--- config.mk ---
export PLATFORM = sky130hd
export DESIGN_NAME = far_jump_unit
export DESIGN_NICKNAME = d
export VERILOG_FILES = /design/src/rtl/far_jump_pkg.sv /design/src/rtl/fj_opcode_match.sv /design/src/rtl/fj_target_join.sv /design/src/rtl/fj_pc_step.sv /design/src/rtl/far_jump_unit.sv
export SDC_FILE = /design/constraint.sdc
export NUM_CORES = 1
export LEC_CHECK = 0
export ABC_AREA = 1
export CAP_MARGIN = 30
export CORE_MARGIN = 2
export CORE_UTILIZATION = 52
export CTS_CLUSTER_SIZE = 10
export DETAILED_ROUTE_END_ITERATION = 6
export PLACE_DENSITY = 0.81
export SYNTH_ARGS = -nofsm -noshare
export SYNTH_HDL_FRONTEND = slang
export SYNTH_HIERARCHICAL = 1
export SYNTH_SLANG_ARGS = --single-unit
--- constraint.sdc ---
create_clock -name clk -period 1.8 [get_ports clk]
set_clock_uncertainty 0.05 [all_clocks]
set_input_delay 0.18 -clock clk [delete_from_list [all_inputs] [get_ports clk]]
set_output_delay 0.18 -clock clk [all_outputs]
set_load 0.03 [all_outputs]
--- src/rtl/far_jump_pkg.sv ---
package far_jump_pkg;

    // Sequencer states; a jump walks HOLD then LOAD before returning to IDLE
    typedef enum logic [1:0] {
        FJ_IDLE = 2'd0,
        FJ_HOLD = 2'd1,
        FJ_LOAD = 2'd2
    } fj_state_e;

    // Exact encoding of the far indirect jump
    localparam logic [15:0] FJ_OPCODE = 16'h9419;

endpackage

--- src/rtl/fj_opcode_match.sv ---
module fj_opcode_match #(
    parameter int              WORD_W  = 16,
    parameter logic [WORD_W-1:0] PATTERN = '0
) (
    input  logic              valid_i,
    input  logic [WORD_W-1:0] word_i,
    output logic              hit_o
);

    logic [WORD_W-1:0] bit_eq;

    // per-bit equality against the fixed pattern
    for (genvar gi = 0; gi < WORD_W; gi++) begin : g_bit
        assign bit_eq[gi] = ~(word_i[gi] ^ PATTERN[gi]);
    end

    assign hit_o = valid_i & (&bit_eq);

endmodule

--- src/rtl/fj_target_join.sv ---
module fj_target_join #(
    parameter int PTR_W = 16,
    parameter int EXT_W = 6,
    localparam int TGT_W = PTR_W + EXT_W
) (
    input  logic [PTR_W-1:0] ptr_i,
    input  logic [EXT_W-1:0] ext_i,
    output logic [TGT_W-1:0] target_o
);

    // low field from the pointer, high field from the extension register
    for (genvar gi = 0; gi < TGT_W; gi++) begin : g_bit
        if (gi < PTR_W) begin : g_lo
            assign target_o[gi] = ptr_i[gi];
        end else begin : g_hi
            assign target_o[gi] = ext_i[gi - PTR_W];
        end
    end

endmodule

--- src/rtl/fj_pc_step.sv ---
module fj_pc_step #(
    parameter int PC_W = 22
) (
    input  logic [PC_W-1:0] pc_i,
    output logic [PC_W-1:0] pc_next_o
);

    localparam logic [PC_W-1:0] ONE = PC_W'(1);

    // modulo 2^PC_W advance by one word
    assign pc_next_o = pc_i + ONE;

endmodule

--- src/rtl/far_jump_unit.sv ---
module far_jump_unit
    import far_jump_pkg::*;
#(
    parameter int INSTR_W = 16,
    parameter int PTR_W   = 16,
    parameter int EXT_W   = 6,
    localparam int PC_W   = PTR_W + EXT_W
) (
    input  logic               clk,
    input  logic               rst,
    input  logic               instr_valid,
    input  logic [INSTR_W-1:0] instr_word,
    input  logic [PTR_W-1:0]   ptr_val,
    input  logic [EXT_W-1:0]   ext_val,
    output logic [PC_W-1:0]    fetch_addr,
    output logic               busy,
    output logic               flush
);

    typedef struct packed {
        fj_state_e       state;
        logic [PC_W-1:0] pc;
        logic [PC_W-1:0] tgt;
    } seq_t;

    seq_t seq_d, seq_q;

    logic            jump_hit;
    logic [PC_W-1:0] joined_tgt;
    logic [PC_W-1:0] pc_inc;

    fj_opcode_match #(
        .WORD_W  (INSTR_W),
        .PATTERN (INSTR_W'(FJ_OPCODE))
    ) u_match (
        .valid_i (instr_valid),
        .word_i  (instr_word),
        .hit_o   (jump_hit)
    );

    fj_target_join #(
        .PTR_W (PTR_W),
        .EXT_W (EXT_W)
    ) u_join (
        .ptr_i    (ptr_val),
        .ext_i    (ext_val),
        .target_o (joined_tgt)
    );

    fj_pc_step #(
        .PC_W (PC_W)
    ) u_step (
        .pc_i      (seq_q.pc),
        .pc_next_o (pc_inc)
    );

    // next-state computation
    always_comb begin
        seq_d = seq_q;
        unique case (seq_q.state)
            FJ_IDLE: begin
                if (jump_hit) begin
                    seq_d.state = FJ_HOLD;
                    seq_d.tgt   = joined_tgt;
                end else if (instr_valid) begin
                    seq_d.pc = pc_inc;
                end
            end
            FJ_HOLD: begin
                seq_d.state = FJ_LOAD;
                seq_d.pc    = seq_q.tgt;
            end
            FJ_LOAD: begin
                seq_d.state = FJ_IDLE;
            end
            default: begin
                seq_d.state = FJ_IDLE;
            end
        endcase
    end

    always_ff @(posedge clk) begin
        if (rst) begin
            seq_q.state <= FJ_IDLE;
            seq_q.pc    <= '0;
            seq_q.tgt   <= '0;
        end else begin
            seq_q <= seq_d;
        end
    end

    assign fetch_addr = seq_q.pc;
    assign busy       = (seq_q.state != FJ_IDLE);
    assign flush      = (seq_q.state == FJ_LOAD);

    logic idle_now;
    assign idle_now = (seq_q.state == FJ_IDLE);

    AST_RESET_CLEARS: assert property (@(posedge clk)
        rst |=> (fetch_addr == '0 && !busy && !flush));

    AST_JUMP_HOLDS_PC: assert property (@(posedge clk) disable iff (rst)
        (idle_now && instr_valid && instr_word == INSTR_W'(FJ_OPCODE))
        |=> (busy && !flush && $stable(fetch_addr)));

    AST_JUMP_TARGET: assert property (@(posedge clk) disable iff (rst)
        (idle_now && jump_hit) |=> ##1 (fetch_addr == $past(joined_tgt, 2)));

    AST_BUSY_FIRST_TO_SECOND: assert property (@(posedge clk) disable iff (rst)
        (busy && !flush) |=> (busy && flush));

    AST_FLUSH_ENDS: assert property (@(posedge clk) disable iff (rst)
        flush |=> (!busy && !flush));

    AST_STEP_ONE: assert property (@(posedge clk) disable iff (rst)
        (idle_now && instr_valid && instr_word != INSTR_W'(FJ_OPCODE))
        |=> (!busy && fetch_addr == PC_W'($past(fetch_addr) + 1'b1)));

    AST_IDLE_HOLD: assert property (@(posedge clk) disable iff (rst)
        (idle_now && !instr_valid) |=> $stable(fetch_addr));

endmodule

==> metrics.txt <==
status=finished, final reports clean; number of buffers between clock root and the deepest sink=2; sum of buffers and inverters on the critical path=1; register bit count reported by yosys=46; total setup violations reported at the end of the flow=0; fill cell total of the finished layout=532; global-route total usage across every layer=0.224; longest individual stage delay on the worst path=0.72 ns; count of input and output buffers=64; number of placed I/O pins=65; First-pass DRT Iterations=5; end point of the critical path=fetch_addr[17]; worst voltage drop across the vdd grid=0.000368 V; starting density of the core=0.529; Worst R2R Setup Slack=0.17 ns; sequential area share after synthesis=0.298; async set-or-reset flop fraction in the synthesized netlist=0; data arrival time of the worst path=1.52 ns; final hold viol count=0; Power per Cell Area=693 nW/um^2; drt drc=0; clock root cell=sky130_fd_sc_hd__clkbuf_8; number of max-cap violations=0; type of the setup path with the least slack=flop to output pin; via count=2,837; Post-Syn Nets=529; number of nets in the layout=542; Post-synth EDFFs=0; placed instance area=3430 sq um; layout cell share with drive strength beyond 1=0.0778; RSZ-0062 raised after global routing=no; type of the tightest min-delay check=input pin to flop; Setup crit start kind=flop; dominant cell by count in the synthesized netlist=sky130_fd_sc_hd__nand2_1; worst max-slew margin expressed relative to the limit=0.700; Critical Path Stages=1; number of buffers added by the clock tree synthesis step=5; compound-cell area share of the yosys netlist=0.0372; fraction of the mapped netlist area in simple logic gates=0.422; family of cells with the greatest summed delay on the critical path=buffers and inverters; critical path endpoint category=output pin; number of global-route vias before repair=2,647; Yosys warning total=6; clock edge transition at the registers on the reported setup and hold paths=0.09 ns; Critical Path Source=fetch_addr[17]$_SDFFE_PP0P_; number of library cell types mapped by synthesis=25; number of antenna violations at the first check in global routing=0; required time of the critical path=1.57 ns; hold buffers post-CTS=0; number of cell rows=28; cell with the largest stage delay on the worst path=sky130_fd_sc_hd__clkdlybuf4s50_1; WL/cell=11.9 um; DRT Wirelength=6860 um; share of synthesized cell area in full adder, half adder and majority cells=0.00404; capture instance of the worst register-to-register path=fetch_addr[18]$_SDFFE_PP0P_; maximum achievable frequency=573 MHz; TritonCTS clock tree=built; most numerous cell types in the synthesized netlist=116 x sky130_fd_sc_hd__nand2_1, 113 x sky130_fd_sc_hd__nor2_1, 47 x sky130_fd_sc_hd__buf_4; total standard cell area after synthesis=3090 sq um; final worst path period need=1.75 ns; startpoint of the most critical register-to-register path=fetch_addr[0]$_SDFFE_PP0P_; Final Instance Count excl. Fillers=576; post-CTS setup-driven buffer insertion count=0; gate count of the mapped netlist=487; HPWL after DPL=4920 um; total placed cells including tap cells=568; final standard cell area without fillers=3580 sq um; maximum level of the CTS H-tree=2; cells on worst reg2reg path=12; share of the synthesized area in the top cell type=0.298; largest driver fanout on the critical path=7; first-pass GRT wire length=11,500 um; DIE AREA=6580 sq um; measured slew at the worst slew-check pin=0.449 ns; fraction of synthesized area in multiplexers=0; Final period util=0.970; vertical extent of the die=81.1 um; post-route core utilization=0.613; mean post-synth cell area=6.35 sq um; # diodes=0; number of nets still failing antenna checks after routing=0; Routability Congestion=0.867; leakage power=1.57 nW; overall overflow remaining after global route=0; post-synthesis xor/xnor area fraction=0.0340; first-iteration detailed-routing DRC count=137; Final Max Slew Viols=0; combinational family with the most area after synthesis=simple AND/OR/NAND/NOR gates; layout-stage area growth over the synthesis result=15.9%; number of vias per cell=4.93; Chip Width=81.1 um; number of sinks on the clock net=46; cell type with the largest total area after synthesis=sky130_fd_sc_hd__dfxtp_1; area inside the core boundary=5850 sq um; Main synth FF type=sky130_fd_sc_hd__dfxtp_1; leading cell types by total area after synthesis=sky130_fd_sc_hd__dfxtp_1 30%, sky130_fd_sc_hd__nand2_1 14%, sky130_fd_sc_hd__nor2_1 14%, sky130_fd_sc_hd__buf_4 11%, sky130_fd_sc_hd__nand3_1 7.4%; cell chain of the critical path=clkdlybuf4s50_1; clock insertion delay at the later pin of the skew report=0.31 ns; Final Power=0.00248 W; sequential standard cell area=922 sq um; largest net degree at the start of global routing=46; multi-input gate area in the final layout=1550 sq um
[cells by family (layout without fill, tap and decap cells)]
family	Yosys count	after routing
simple gates	301	301
buf+inv	104	118
flops	46	46
compound gates	23	23
xor+xnor	12	12
fa+ha+maj	1	1
[power breakdown]
part | total, W | switching, W | internal [W] | leakage (nW)
logic | 0.000433 | 0.000212 | 0.000220 | 1.12
registers | 0.00110 | 0.0000477 | 0.00105 | 0.375
clock network | 0.000952 | 0.000360 | 0.000592 | 0.0714
total | 0.00248 | 0.000620 | 0.00186 | 1.57
[how the worst min path moves through the flow]
stage	from	to	slack, ns	cells past startpoint
2_1_floorplan	rst	seq_q[44]$_SDFFE_PP0P_	0.20	1
3_3_place_gp	seq_q[17]$_SDFFE_PP0P_	seq_q[17]$_SDFFE_PP0P_	0.42	2
3_5_place_dp	seq_q[6]$_SDFFE_PP0P_	seq_q[6]$_SDFFE_PP0P_	0.42	2
4_1_cts	rst	seq_q[44]$_SDFFE_PP0P_	0.43	2
5_1_grt	ptr_val[12]	seq_q[12]$_SDFFE_PP0P_	0.44	3
6_report	ptr_val[12]	seq_q[12]$_SDFFE_PP0P_	0.43	3
[final cells by class]
class | instances | share of cell area
inverter | 39 | 0.0429
tap | 75 | 0.0262
timing repair buffer | 71 | 0.203
clock inverter | 2 | 0.0168
clock buffer | 6 | 0.0230
sequential | 46 | 0.257
multi-input combinational | 337 | 0.431
[sequential cells by signal, indices dropped and copies added, names as in the netlist]
register,count
fetch_addr,22
seq_q,24
[cells in the final DEF (no fill, tap or decap), types with 2 or more instances in the layout]
cell type                         instances
sky130_fd_sc_hd__clkdlybuf4s50_1         62
sky130_fd_sc_hd__inv_1                   34
sky130_fd_sc_hd__nand2_4                  2
sky130_fd_sc_hd__dfxtp_1                 45
sky130_fd_sc_hd__xnor2_1                  5
sky130_fd_sc_hd__nand4_1                  2
sky130_fd_sc_hd__buf_4                    5
sky130_fd_sc_hd__inv_4                    3
sky130_fd_sc_hd__nand2_1                116
sky130_fd_sc_hd__nand3_2                  2
sky130_fd_sc_hd__bufinv_16                2
sky130_fd_sc_hd__o21ai_0                 22
sky130_fd_sc_hd__xor2_1                   7
sky130_fd_sc_hd__nand3b_1                 7
sky130_fd_sc_hd__clkbuf_8                 6
sky130_fd_sc_hd__nor2_2                   3
sky130_fd_sc_hd__inv_2                    2
sky130_fd_sc_hd__buf_12                   3
sky130_fd_sc_hd__nor2_1                 113
sky130_fd_sc_hd__nand2_2                  4
sky130_fd_sc_hd__nand3_1                 46
sky130_fd_sc_hd__nor2_4                   4
[repair_timing]
| item | in CTS | in global routing |
|---|---|---|
| pin swaps | 0 | 1 |
| endpoints found under the setup margin | 1 | 2 |
| gates resized for setup | 1 | 3 |
[layer usage]
layer | up-vias | track usage | routed length (um)
li1 | 1482 | - | -
met1 | 1246 | 0.273 | 2870
met2 | 98 | 0.397 | 3420
met3 | 11 | 0.0367 | 453
met4 | 0 | 0.0797 | 117
met5 | - | 0 | 0
[per-stage QoR]
step	hold WS, ns	worst slack [ns]	TNS [ns]
global route	0.442	0.00491	0
global placement	0.416	-0.00959	-0.113
detailed placement	0.424	-0.103	-1.19
floorplan	0.202	0.331	0
CTS	0.431	0.0541	0
finish	0.431	0.0547	0
Power figures use the tool's default switching activity.
